--- src/rtl/evirq_pkg.sv ---
package evirq_pkg;

    localparam int EVT_N    = 6;
    localparam int REG_W    = 8;
    localparam int FORM_W   = 2;
    localparam int JACK_POS = EVT_N;

    typedef enum logic [FORM_W-1:0] {
        FORM_LVL_HI = 2'b00,
        FORM_LVL_LO = 2'b01,
        FORM_PULSE  = 2'b10,
        FORM_ALIAS  = 2'b11
    } irq_form_e;

    typedef struct packed {
        logic [FORM_W-1:0] form;
        logic [EVT_N-1:0]  hide;
    } mask_reg_t;

    localparam logic WSEL_MASK = 1'b0;
    localparam logic WSEL_FLAG = 1'b1;

    localparam mask_reg_t MASK_RESET = '{form: FORM_LVL_HI, hide: {EVT_N{1'b1}}};

    function automatic irq_form_e norm_form(input logic [FORM_W-1:0] raw);
        irq_form_e f;
        case (raw)
            2'b01:   f = FORM_LVL_LO;
            2'b10:   f = FORM_PULSE;
            default: f = FORM_LVL_HI;
        endcase
        return f;
    endfunction

endpackage

--- src/rtl/evirq_flags.sv ---
module evirq_flags
    import evirq_pkg::*;
#(
    parameter int N = EVT_N,
    parameter int W = REG_W
) (
    input  logic         clk,
    input  logic         rst,
    input  logic [N-1:0] set_i,
    input  logic [N-1:0] clr_i,
    input  logic         live_i,
    output logic [N-1:0] flag_o,
    output logic [W-1:0] rd_o
);
    localparam int PAD = W - N - 1;

    logic [N-1:0] flag_q;

    for (genvar k = 0; k < N; k++) begin : g_bit
        always_ff @(posedge clk) begin
            if (rst)
                flag_q[k] <= 1'b0;
            else if (set_i[k])
                flag_q[k] <= 1'b1;
            else if (clr_i[k])
                flag_q[k] <= 1'b0;
        end
    end

    assign flag_o = flag_q;
    assign rd_o   = {{PAD{1'b0}}, live_i, flag_q};

endmodule

--- src/rtl/evirq_mask.sv ---
module evirq_mask
    import evirq_pkg::*;
(
    input  logic             clk,
    input  logic             rst,
    input  logic             we_i,
    input  logic [REG_W-1:0] wdata_i,
    output mask_reg_t        mask_o
);
    mask_reg_t mask_q;

    always_ff @(posedge clk) begin
        if (rst)
            mask_q <= MASK_RESET;
        else if (we_i)
            mask_q <= mask_reg_t'(wdata_i);
    end

    assign mask_o = mask_q;

endmodule

--- src/rtl/evirq_out.sv ---
module evirq_out
    import evirq_pkg::*;
#(
    parameter int N = EVT_N
) (
    input  logic              clk,
    input  logic              rst,
    input  logic [N-1:0]      flag_i,
    input  logic [N-1:0]      hide_i,
    input  logic [FORM_W-1:0] form_i,
    output logic              irq_o
);
    logic [N-1:0] pend;
    logic [N-1:0] pend_prev_q;
    logic         any_pend;
    logic         fresh;
    irq_form_e    form;

    assign pend     = flag_i & ~hide_i;
    assign any_pend = |pend;
    assign fresh    = |(pend & ~pend_prev_q);
    assign form     = norm_form(form_i);

    always_ff @(posedge clk) begin
        if (rst)
            pend_prev_q <= '0;
        else
            pend_prev_q <= pend;
    end

    always_comb begin
        unique case (form)
            FORM_LVL_LO: irq_o = ~any_pend;
            FORM_PULSE:  irq_o = fresh;
            default:     irq_o = any_pend;
        endcase
    end

endmodule

--- src/rtl/codec_evt_irq.sv ---
module codec_evt_irq
    import evirq_pkg::*;
(
    input  logic             clk,
    input  logic             rst,
    input  logic [EVT_N-1:0] evt_i,
    input  logic             jack_lvl_i,
    input  logic             wr_en_i,
    input  logic             wr_sel_i,
    input  logic [REG_W-1:0] wr_data_i,
    output logic [REG_W-1:0] mask_rd_o,
    output logic [REG_W-1:0] flag_rd_o,
    output logic             irq_o
);
    logic             flag_we;
    logic             mask_we;
    logic [EVT_N-1:0] clr_vec;
    logic [EVT_N-1:0] flags;
    mask_reg_t        mask;

    assign flag_we = wr_en_i && (wr_sel_i == WSEL_FLAG);
    assign mask_we = wr_en_i && (wr_sel_i == WSEL_MASK);
    assign clr_vec = flag_we ? wr_data_i[EVT_N-1:0] : '0;

    evirq_flags #(.N(EVT_N), .W(REG_W)) u_flags (
        .clk    (clk),
        .rst    (rst),
        .set_i  (evt_i),
        .clr_i  (clr_vec),
        .live_i (jack_lvl_i),
        .flag_o (flags),
        .rd_o   (flag_rd_o)
    );

    evirq_mask u_mask (
        .clk     (clk),
        .rst     (rst),
        .we_i    (mask_we),
        .wdata_i (wr_data_i),
        .mask_o  (mask)
    );

    evirq_out #(.N(EVT_N)) u_out (
        .clk    (clk),
        .rst    (rst),
        .flag_i (flags),
        .hide_i (mask.hide),
        .form_i (mask.form),
        .irq_o  (irq_o)
    );

    assign mask_rd_o = REG_W'(mask);

endmodule

--- config.mk ---
export PLATFORM = sky130hd
export DESIGN_NAME = codec_evt_irq
export DESIGN_NICKNAME = d
export VERILOG_FILES = /design/src/rtl/evirq_pkg.sv /design/src/rtl/evirq_flags.sv /design/src/rtl/evirq_mask.sv /design/src/rtl/evirq_out.sv /design/src/rtl/codec_evt_irq.sv
export SDC_FILE = /design/constraint.sdc
export NUM_CORES = 1
export LEC_CHECK = 0
export BUFFER_PORTS_ARGS = -buffer_cell sky130_fd_sc_hd__buf_4
export CORE_MARGIN = 2
export CORE_UTILIZATION = 40
export CTS_CLUSTER_DIAMETER = 200
export DETAILED_ROUTE_END_ITERATION = 10
export PLACE_DENSITY = 0.73
export SETUP_SLACK_MARGIN = 0.5
export SYNTH_ARGS = -nofsm -noshare
export SYNTH_HDL_FRONTEND = slang
export SYNTH_SLANG_ARGS = --single-unit
--- constraint.sdc ---
create_clock -name clk -period 0.8 [get_ports clk]
set_input_delay 0.04 -clock clk [delete_from_list [all_inputs] [get_ports clk]]
set_output_delay 0.04 -clock clk [all_outputs]
set_load 0.005 [all_outputs]
==> Flow_metrics.wiki, run 1 <==
{| class="wikitable"
! Metric !! Value
|-
| Upper clock frequency limit || 664 MHz
|-
| Type of the most critical hold path || in2reg
|-
| Placed Area || 1270 sq um
|-
| Number of clock sinks || 20
|-
| Final number of max-transition violations || 0
|-
| Number of hold-slack violations in the final timing report || 14
|-
| Post-synth cell types || 21
|-
| Fillcell total || 120
|-
| Startpoint kind of the worst setup timing path || register
|-
| TritonCTS clock tree || built
|-
| Final global-route overflow total || 0
|-
| Arrival time at the worst endpoint || 1470 ps
|-
| Total routed wirelength || 2.89 mm
|-
| Vias in the first global route || 927
|-
| I/O Buffers || 32
|-
| Global-route met2 utilization || 0.424
|-
| Register-to-register setup slack || -640 ps
|-
| Reg2reg start || u_mask.mask_o[2]$_SDFFE_PP1P_
|-
| Clock skew || 3.24 ps
|-
| Max Buffers Root-to-Sink || 2
|-
| Post-route worst hold slack || -64.7 ps
|-
| Leakage power || 0.756 nW
|-
| Clock Latency Late Sink || 300 ps
|-
| Required time worst endpoint || 760 ps
|-
| Vias per std cell || 4.92
|-
| DR iter-0 viols || 7
|-
| CP max FO || 3
|-
| Synth Register Bits || 20
|-
| Met1 track demand over resource || 0.264
|-
| Core Box Area || 1960 sq um
|-
| Failing checks || hold timing, setup timing
|-
| Power Density || 1460 nW/um^2
|-
| Commonest cells after routing, fill and taps aside || buf_6 (41), buf_4 (22), nor2_1 (11)
|-
| Worst-case reg-to-reg path depth || 8
|-
| H-Tree Level Count || 1
|-
| Post-route antenna net violation count || 0
|-
| Synthesized area per cell || 9.22 sq um
|-
| Final worst path period need || 1510 ps
|-
| Type of the worst setup path || reg2out
|-
| Detailed-placement wirelength estimate || 1.59 mm
|-
| Endpoint of the lowest-slack register-to-register path || u_mask.mask_o[2]$_SDFFE_PP1P_
|-
| Kind of end point of the critical path || output port
|-
| Via total after detailed routing || 875
|-
| Number of max-cap violations || 0
|-
| Worst setup slack after placement || -343 ps
|-
| Die Outline Area || 2450 sq um
|-
| Vertical die dimension || 49.5 um
|-
| X dimension of the die || 49.5 um
|-
| Final std cell area, no fill || 1650 sq um
|-
| Global-route wire length before repair || 4.22 mm
|-
| # IOs || 36
|-
| Count of nets after finishing || 173
|-
| Final setup viols || 24
|-
| First-pass DRT Iterations || 4
|-
| Most Crowded Layer GR || met2
|-
| Number of buffers created by CTS || 3
|-
| Critical Path Start || u_mask.mask_o[0]$_SDFFE_PP1P_
|-
| Wire length per cell after detailed routing || 16.2 um
|-
| Result of the run || finished with violations
|-
| Area of the mapped netlist || 830 sq um
|-
| Fraction of layout cells with a size suffix above 1 || 0.709
|-
| Cell types with the largest area share after synthesis || dfxtp_1 (48%), nor2_1 (7.2%), a211o_1 (6.3%)
|-
| Global-route total usage across every layer || 0.230
|-
| Cell type with the largest total area after synthesis || dfxtp_1
|-
| Fraction of synthesized cell area taken by the top area cell type || 0.483
|-
| Net count after synthesis || 111
|-
| Worst Slack Setup Final || -705 ps
|-
| Peak supply drop || 1.32 mV
|-
| Crit path to || irq_o
|-
| Met3 usage in global routing || 0.0333
|-
| Antenna diode count || 0
|-
| Initial antenna violation count || 0
|-
| Maximum number of pins on one net before global-route repair || 21
|-
| Final weighted congestion of routability-driven global placement || 0.726
|-
| Clock Tree Root || clkbuf_4
|-
| Gate Count Post-Synth || 90
|-
| Area grow syn2layout || 98.3%
|-
| Unrepaired setup endpoints after global routing || yes
|-
| Most common cell after layout, fill and taps aside || buf_6
|-
| Number of warnings reported in the yosys synthesis log || 0
|-
| Period utilization || 1.88
|-
| Placement Rows || 16
|-
| Sequential Area || 433 sq um
|-
| Clock-pin slew reported for the worst setup and hold paths after clock tree synthesis || 120 ps
|-
| Post-route DRC violation count || 0
|-
| Fraction of the yosys area taken by sequential cells || 0.483
|-
| Footprint of the multi-input gates || 502 sq um
|-
| Starting Density || 0.423
|}
-- where the power goes --
group          internal (mW)  leakage, nW  switching [mW]  total, mW
sequential              1.05        0.167          0.0533       1.10
clock                  0.277       0.0210           0.333      0.610
combinational          0.444        0.568           0.243      0.687
total                   1.77        0.756           0.629       2.40
-- cells by family (layout without fill, tap and decap cells) --
kind of cell | after synthesis | in the layout | synth area share
buf+inv | 9 | 70 | 0.0558
other cells | 1 | 1 | 0.00452
fa+ha+maj | 2 | 2 | 0.0302
compound gates | 19 | 19 | 0.151
flops | 20 | 20 | 0.483
simple gates | 39 | 39 | 0.276
-- through the flow --
stage	total power [mW]	instances	util	setup TNS (ps)	hold slack [ps]
after global placement	1.57	159	0.647	-1000	80.1
after CTS	2.31	172	0.776	-4300	-59.8
after detailed placement	1.59	159	0.647	-1440	80.1
final	2.40	178	0.839	-5480	-64.7
after floorplan	1.34	90	-	-167	157
after global routing	2.51	178	0.839	-6360	-77.6
-- sequential cells by signal, indices dropped and copies added (netlist names) --
| register | cells |
|---|---|
| u_out.pend_prev_q | 6 |
| u_mask.mask_o | 8 |
| u_flags.flag_o | 6 |
-- final cells by class --
cell class,count,share of cell area
Clock buffer,4,0.0221
Timing Repair Buffer,63,0.381
Multi-Input combinational cell,61,0.305
Inverter,3,0.00837
Tap cell,27,0.0205
Sequential cell,20,0.263
-- synthesized netlist by cell type, drive strengths merged --
cell type and instances:
a211o 6, buf 4, a31oi 1, nand2b 6, nor2b 7, nor2 16, ha 2, nand2 6
nand4 1, inv 3, clkbuf 2, a21oi 8, o31ai 1, conb 1, dfxtp 20, and2 1
and4 2, o22ai 3
-- worst min-delay path by stage --
stage	startpoint	to	slack, ps	depth (start not counted)
3_3_place_gp	jack_lvl_i	flag_rd_o[6]	80	0
5_1_grt	wr_data_i[3]	u_mask.mask_o[3]$_SDFFE_PP1P_	-80	2
2_1_floorplan	evt_i[0]	u_flags.flag_o[0]$_SDFFE_PP0P_	160	2
4_1_cts	evt_i[5]	u_flags.flag_o[5]$_SDFFE_PP0P_	-60	3
6_report	wr_data_i[3]	u_mask.mask_o[3]$_SDFFE_PP1P_	-60	2
3_5_place_dp	jack_lvl_i	flag_rd_o[6]	80	0
-- critical path, stage by stage, from the launching register on --
cell	delay, ps
dfxtp_2	360
nand2b_4	140
and4_4	230
nand4_1	150
a31oi_4	170
buf_6	110
-- what timing repair did --
item	4_1_cts	5_1_grt
gates resized for setup	40	22
pin swaps	5	4
setup endpoints to repair	35	35
hold endpoints to repair	14	14
buffers inserted	9	6
-- routing by layer --
metal | part of all wire | vias to the layer above
li1 | - | 418
met3 | 0.045 | 8
met4 | 0.023 | 0
met1 | 0.40 | 422
met5 | 0 | -
met2 | 0.54 | 27
No activity file was read; power rests on OpenSTA's default activity.
==> run 2, diff against run 1 <==
--- a/config.mk
+++ b/config.mk
@@ -7,10 +7,10 @@
 export LEC_CHECK = 0
 export BUFFER_PORTS_ARGS = -buffer_cell sky130_fd_sc_hd__buf_4
 export CORE_MARGIN = 2
-export CORE_UTILIZATION = 40
+export CORE_UTILIZATION = 45
 export CTS_CLUSTER_DIAMETER = 200
 export DETAILED_ROUTE_END_ITERATION = 10
-export PLACE_DENSITY = 0.73
+export PLACE_DENSITY = 0.77
 export SETUP_SLACK_MARGIN = 0.5
 export SYNTH_ARGS = -nofsm -noshare
 export SYNTH_HDL_FRONTEND = slang
==> constraint.sdc (replaced) <==
create_clock -name clk -period 1.5 [get_ports clk]
set_input_delay 0.075 -clock clk [delete_from_list [all_inputs] [get_ports clk]]
set_output_delay 0.075 -clock clk [all_outputs]
set_load 0.005 [all_outputs]
==> run 2 against run 1 <==
Count of clock-buffer cells in the layout unchanged. Largest power group unchanged. The flow now finishes without violations. Cell count fell by 6.7%. Worst setup slack gained 720 ps. Sequential share of layout area increased by 3.1 points. Core utilization down 2.8 points. Global-route usage increased by 0.59 points. Routed wire length fell by 22%. Clock skew increased by 3.5 ps. Register-to-register slack improved by 1200 ps. Critical path depth stayed put.
==> Flow_metrics.wiki, run 2 (synthesis results as in run 1) <==
{| class="wikitable"
! Metric !! Value
|-
| Commonest cells after routing, fill and taps aside || buf_4 (38), nor2_1 (16), dlygate4sd3_1 (14)
|-
| Final worst path period need || 1480 ps
|-
| DR iter-0 viols || 9 (+2)
|-
| Result of the run || finished, final reports clean
|-
| Endpoint of the lowest-slack register-to-register path || u_mask.mask_o[2]$_SDFFE_PP1P_
|-
| Wire length per cell after detailed routing || 13.5 um (-17%)
|-
| Initial antenna violation count || 0 (unchanged)
|-
| CP max FO || 3 (unchanged)
|-
| Count of nets after finishing || 163 (-5.8%)
|-
| Fraction of the core area covered by cells at the end of the flow || 0.811 (-0.0278)
|-
| Flip-flop count of the largest register, all copies and words added || 8 (unchanged)
|-
| Final weighted congestion of routability-driven global placement || 0.708 (-2.4%)
|-
| Terminating pin of the worst hold path || u_flags.flag_o[2]$_SDFFE_PP0P_
|-
| Antenna diode count || 0 (unchanged)
|-
| Vias in the first global route || 817 (-12%)
|-
| Footprint of the multi-input gates || 473 sq um (-5.7%)
|-
| Global-route total usage across every layer || 0.235 (+0.00589)
|-
| Number of hold-slack violations in the final timing report || 0 (-14)
|-
| Final number of max-transition violations || 0 (unchanged)
|-
| Power Density || 835 nW/um^2 (-43%)
|-
| Type of the worst setup path || reg2out
|-
| Net switching share of the total power || 0.247 (-0.0146)
|-
| Worst Slack Setup Final || 19.6 ps (+725 ps)
|-
| Arrival time at the worst endpoint || 1410 ps (-60 ps)
|-
| Number of clock sinks || 20 (unchanged)
|-
| Required time worst endpoint || 1420 ps (+660 ps)
|-
| Peak supply drop || 0.683 mV (-48%)
|-
| Sequential share of power || 0.504 (+0.045)
|-
| Fillcell total || 114 (-5.0%)
|-
| Total routed wirelength || 2.24 mm (-22%)
|-
| I/O Buffers || 32 (unchanged)
|-
| Upper clock frequency limit || 675 MHz
|-
| Most Crowded Layer GR || met2
|-
| X dimension of the die || 46.9 um (-5.3%)
|-
| Max Buffers Root-to-Sink || 2 (unchanged)
|-
| Worst-case reg-to-reg path depth || 3 (-5)
|-
| Clock network fraction of design power || 0.269 (+0.015)
|-
| Period utilization || 0.987
|-
| H-Tree Level Count || 1 (unchanged)
|-
| Detailed-placement wirelength estimate || 1.30 mm (-18%)
|-
| Number of buffers created by CTS || 3 (unchanged)
|-
| Final global-route overflow total || 0 (unchanged)
|-
| Core Box Area || 1730 sq um (-12%)
|-
| Clock Tree Root || clkbuf_4
|-
| Reg2reg start || u_mask.mask_o[2]$_SDFFE_PP1P_
|-
| Clock Latency Late Sink || 300 ps (about the same)
|-
| Vias per std cell || 4.86 (-1.1%)
|-
| Min-Delay Path Depth || 2 (unchanged)
|-
| Global-route met2 utilization || 0.405 (-0.0190)
|-
| Final std cell area, no fill || 1400 sq um (-15%)
|-
| Unrepaired setup endpoints after global routing || yes
|-
| Placed Area || 1130 sq um (-11%)
|-
| Logic gate share of total power || 0.227 (-0.059)
|-
| Post-route DRC violation count || 0 (unchanged)
|-
| Starting Density || 0.480 (+0.0576)
|-
| Clock skew || 6.79 ps (+3.55 ps)
|-
| Sequential Area || 412 sq um (-4.9%)
|-
| First-pass DRT Iterations || 4 (unchanged)
|-
| Leakage power || 0.649 nW (-14%)
|-
| Kind of end point of the critical path || output port
|-
| Via total after detailed routing || 807 (-7.8%)
|-
| Clock-pin slew reported for the worst setup and hold paths after clock tree synthesis || 120 ps (about the same)
|-
| Met3 usage in global routing || 0.0577 (+0.0244)
|-
| Met1 track demand over resource || 0.282 (+0.0181)
|-
| Net switching power || 0.289 mW (-54%)
|-
| Global-route wire length before repair || 3.57 mm (-15%)
|-
| Most common cell after layout, fill and taps aside || buf_4
|-
| Worst setup slack after placement || 323 ps (+665 ps)
|-
| Register-to-register setup slack || 550 ps (+1190 ps)
|-
| # IOs || 36 (unchanged)
|-
| Post-route antenna net violation count || 0 (unchanged)
|-
| Startpoint kind of the worst setup timing path || register
|-
| TritonCTS clock tree || built
|-
| Maximum number of pins on one net before global-route repair || 21 (unchanged)
|-
| Type of the most critical hold path || in2reg
|-
| Number of max-cap violations || 0 (unchanged)
|-
| Die Outline Area || 2200 sq um (-10%)
|-
| Area grow syn2layout || 68.8%
|-
| Fraction of layout cells with a size suffix above 1 || 0.489 (-0.219)
|-
| Hold Path Origin || rst
|-
| Internal power || 0.880 mW (-50%)
|-
| Final setup viols || 0 (-100%)
|-
| Total Power || 1.17 mW (-51%)
|-
| Placement Rows || 15 (-1)
|-
| Vertical die dimension || 46.9 um (-5.3%)
|}
[run 2: changes by cell type in the layout (fill, tap and decap cells not counted), sizes merged]
cell	delta
dlygate4sd3	+14
buf	-24
[run 2: area by class of cell]
type | count | share of cell area
Clock buffer | 4 | 0.0259
Inverter | 3 | 0.00804
Sequential cell | 20 | 0.294
Tap cell | 25 | 0.0223
Timing Repair Buffer | 53 | 0.312
Multi-Input combinational cell | 61 | 0.338
[run 2: metal layers]
metal  up-vias  routed length [um]
li1        401                   -
met1       373                 947
met2        29                1170
met3         4                  87
met4         0                  34
met5         -                   0
[run 2: what timing repair did]
action,CTS,global route
buffers inserted,7,0
setup endpoints to repair,1,2
pin swaps,4,0
endpoints found under the hold margin,14,0
gates resized for setup,6,3
hold buffers,14,0
[run 2: stage by stage]
stage	std cells	setup TNS, ps	hold slack (ps)
floorplan	90	0	192
global route	166	-54.4	94.4
finish	166	0	83.8
global placement	141	0	150
detailed placement	141	0	150
CTS	166	0	86.0
[run 2: how the worst max path moves through the flow]
stage,start,to
after CTS,u_mask.mask_o[4]$_SDFFE_PP1P_,irq_o
after detailed placement,u_mask.mask_o[2]$_SDFFE_PP1P_,irq_o
after global placement,u_mask.mask_o[5]$_SDFFE_PP1P_,irq_o
after floorplan,u_mask.mask_o[0]$_SDFFE_PP1P_,irq_o
after global routing,u_mask.mask_o[0]$_SDFFE_PP1P_,irq_o
final,u_mask.mask_o[0]$_SDFFE_PP1P_,irq_o
[run 2: power by group through the flow]
stage	registers (mW)	logic [mW]	clock network (mW)
after CTS	0.588	0.256	0.313
after detailed placement	0.600	0.204	0
after global placement	0.598	0.200	0
after floorplan	0.599	0.112	0
after global routing	0.592	0.288	0.341
final	0.590	0.265	0.314
[run 2: critical path: stages, from the launching register on]
cell	delay (ps)
dfxtp_2	360
nand2b_4	140
and4_4	220
nand4_1	120
a31oi_4	160
buf_6	110
==> run 3, diff against run 2 <==
--- a/config.mk
+++ b/config.mk
@@ -5,12 +5,12 @@
 export SDC_FILE = /design/constraint.sdc
 export NUM_CORES = 1
 export LEC_CHECK = 0
-export BUFFER_PORTS_ARGS = -buffer_cell sky130_fd_sc_hd__buf_4
 export CORE_MARGIN = 2
-export CORE_UTILIZATION = 45
+export CORE_UTILIZATION = 55
 export CTS_CLUSTER_DIAMETER = 200
 export DETAILED_ROUTE_END_ITERATION = 10
-export PLACE_DENSITY = 0.77
+export DONT_BUFFER_PORTS = 1
+export PLACE_DENSITY = 0.71
 export SETUP_SLACK_MARGIN = 0.5
 export SYNTH_ARGS = -nofsm -noshare
 export SYNTH_HDL_FRONTEND = slang
==> run 3 against run 2 <==
Sequential cell count unchanged. Final area decreased by 21%. Global-route usage decreased by 1.7 points. Count of clock-buffer cells in the layout unchanged. Die area decreased by 17%. First-iteration DRC count increased by 56%. Critical path type unchanged. Critical endpoint unchanged. Largest cell class unchanged.
==> Flow_metrics.wiki, run 3 (synthesis results as in run 1) <==
{| class="wikitable"
! Metric !! Value
|-
| Clock network fraction of design power || 0.294 (+0.025)
|-
| Number of max-cap violations || 0 (unchanged)
|-
| Power Density || 967 nW/um^2 (+16%)
|-
| Area grow syn2layout || 33.0%
|-
| Max Buffers Root-to-Sink || 2 (unchanged)
|-
| Worst setup slack after placement || 451 ps (+128 ps)
|-
| Post-route antenna net violation count || 0 (unchanged)
|-
| Result of the run || finished, final reports clean
|-
| Placed cell count || 100 (-29%)
|-
| Final worst path period need || 1410 ps (-69.5 ps)
|-
| Peak supply drop || 0.817 mV (+20%)
|-
| Hold Path Origin || wr_sel_i
|-
| Clock skew || 2.03 ps (-4.76 ps)
|-
| Logic gate share of total power || 0.149 (-0.078)
|-
| H-Tree Level Count || 1 (unchanged)
|-
| Vertical die dimension || 42.8 um (-8.7%)
|-
| DR iter-0 viols || 14 (+5)
|-
| Via total after detailed routing || 674 (-16%)
|-
| Final setup viols || 0 (unchanged)
|-
| # IOs || 36 (unchanged)
|-
| Required time worst endpoint || 1420 ps (about the same)
|-
| Antenna diode count || 0 (unchanged)
|-
| Clock-pin slew reported for the worst setup and hold paths after clock tree synthesis || 110 ps (about the same)
|-
| X dimension of the die || 42.8 um (-8.7%)
|-
| Sequential Area || 410 sq um (-0.30%)
|-
| Transition time of the tightest slew-check pin || 694 ps
|-
| Slowest cell on the critical path || dfxtp_2
|-
| Period utilization || 0.941 (-0.0463)
|-
| Number of buffers created by CTS || 3 (unchanged)
|-
| Final std cell area, no fill || 1100 sq um (-21%)
|-
| Endpoint of the lowest-slack register-to-register path || u_mask.mask_o[1]$_SDFFE_PP1P_
|-
| Number of hold-slack violations in the final timing report || 0 (unchanged)
|-
| Reg2reg start || u_mask.mask_o[1]$_SDFFE_PP1P_
|-
| I/O Buffers || 0 (-100%)
|-
| Vias in the first global route || 631 (-23%)
|-
| Internal power || 0.804 mW (-8.6%)
|-
| Startpoint kind of the worst setup timing path || register
|-
| Footprint of the multi-input gates || 450 sq um (-4.8%)
|-
| Net switching power || 0.263 mW (-9.1%)
|-
| Starting Density || 0.571 (+0.0901)
|-
| Number of standard cells in the final layout excluding fillers || 122 (-27%)
|-
| Upper clock frequency limit || 709 MHz (+4.9%)
|-
| Post-route DRC violation count || 0 (unchanged)
|-
| Leakage power || 0.476 nW (-27%)
|-
| Most common cell after layout, fill and taps aside || nor2_1
|-
| Arrival time at the worst endpoint || 1340 ps (-70 ps)
|-
| Global-route wire length before repair || 2.89 mm (-19%)
|-
| Total negative slack || 0 ps (unchanged)
|-
| Worst-case reg-to-reg path depth || 2 (-1)
|-
| Vias per std cell || 5.52 (+14%)
|-
| Global-route total usage across every layer || 0.218 (-0.0173)
|-
| CP max FO || 3 (unchanged)
|-
| Sequential share of power || 0.557 (+0.053)
|-
| Worst Slack Setup Final || 89.1 ps (+69.5 ps)
|-
| Initial antenna violation count || 0 (unchanged)
|-
| Final number of max-transition violations || 0 (unchanged)
|-
| First-pass DRT Iterations || 4 (unchanged)
|-
| Net switching share of the total power || 0.246 (-0.00111)
|-
| Placed Area || 883 sq um (-22%)
|-
| Core Box Area || 1450 sq um (-16%)
|-
| Slew margin rel. || 0.538
|-
| Total routed wirelength || 1.76 mm (-22%)
|-
| Number of clock sinks || 20 (unchanged)
|-
| Fillcell total || 105 (-7.9%)
|-
| Kind of end point of the critical path || output port
|-
| Wire length per cell after detailed routing || 14.4 um (+6.7%)
|-
| Fraction of the core area covered by cells at the end of the flow || 0.759 (-0.0518)
|-
| Detailed-placement wirelength estimate || 1.02 mm (-21%)
|-
| Placement Rows || 14 (-1)
|-
| Flip-flop count of the largest register, all copies and words added || 8 (unchanged)
|-
| Fraction of layout cells with a size suffix above 1 || 0.283 (-0.206)
|-
| Final weighted congestion of routability-driven global placement || 0.704 (-0.61%)
|-
| Critical Path Start || u_mask.mask_o[2]$_SDFFE_PP1P_
|-
| TritonCTS clock tree || built
|-
| Final global-route overflow total || 0 (unchanged)
|-
| Clock Tree Root || clkbuf_4
|-
| Crit path to || irq_o
|-
| Register-to-register setup slack || 640 ps (+90 ps)
|-
| Maximum number of pins on one net before global-route repair || 21 (unchanged)
|-
| Count of nets after finishing || 128 (-21%)
|-
| Die Outline Area || 1830 sq um (-17%)
|-
| Clock Latency Late Sink || 300 ps (about the same)
|-
| Unrepaired setup endpoints after global routing || yes
|-
| Commonest cells after routing, fill and taps aside || nor2_1 (16), dlygate4sd3_1 (14), dfxtp_1 (12)
|-
| Worst-path cell chain || nand2b_4 -> and4_4 -> nand4_1 -> a31oi_4
|-
| Type of the worst setup path || reg2out
|-
| Max incr delay on CP || 360 ps (about the same)
|-
| Type of the most critical hold path || in2reg
|}
==> run 3: worst min path at each step <==
stage	end	slack [ps]	cells past startpoint
floorplan	u_flags.flag_o[2]$_SDFFE_PP0P_	190	2
global placement	u_flags.flag_o[2]$_SDFFE_PP0P_	140	1
detailed placement	u_flags.flag_o[2]$_SDFFE_PP0P_	140	1
CTS	u_mask.mask_o[7]$_SDFFE_PP0P_	60	3
global route	u_mask.mask_o[6]$_SDFFE_PP0P_	80	3
finish	u_mask.mask_o[2]$_SDFFE_PP1P_	80	3
==> run 3: layout make-up <==
cell class	instances	share of cell area
sequential	20	0.372
clock buffer	4	0.0329
timing repair buffer	18	0.159
tap	16	0.0181
inverter	3	0.0102
multi-input combinational	61	0.408
==> run 3: worst max-delay path, delay by kind of cell (launching register included) <==
kind / cells / cell delay [ps]
AND/OR/NAND/NOR: 3 / 490
flip-flops: 1 / 360
AO/OA/AOI/OAI: 1 / 190
==> run 3: through the flow <==
stage / hold WS (ps) / total power, mW
2_1_floorplan: 192 / 0.712
3_3_place_gp: 142 / 0.714
3_5_place_dp: 144 / 0.716
4_1_cts: 55.4 / 1.07
5_1_grt: 78.2 / 1.12
6_report: 78.5 / 1.07
==> run 3: what timing repair did <==
| item | CTS | global route |
|---|---|---|
| hold endpoints to repair | 20 | 0 |
| resized for setup | 3 | 1 |
| setup endpoints to repair | 1 | 21 |
| cloned | 0 | 0 |
| hold buffers | 15 | 0 |
| pin swaps | 3 | 2 |
| buffers inserted | 2 | 1 |
==> run 3: routing by layer <==
| layer | up-vias | part of all wire | track usage |
|---|---|---|---|
| li1 | 335 | - | - |
| met2 | 29 | 0.50 | 0.315 |
| met5 | - | 0 | 0 |
| met4 | 0 | 0.031 | 0.150 |
| met3 | 6 | 0.044 | 0.0426 |
| met1 | 304 | 0.43 | 0.290 |
==> run 3: power groups by stage <==
stage	Sequential, mW	Combinational [mW]	Clock, mW
finish	0.594	0.158	0.314
global route	0.599	0.175	0.346
CTS	0.595	0.155	0.319
detailed placement	0.606	0.110	0
global placement	0.605	0.109	0
floorplan	0.599	0.112	0
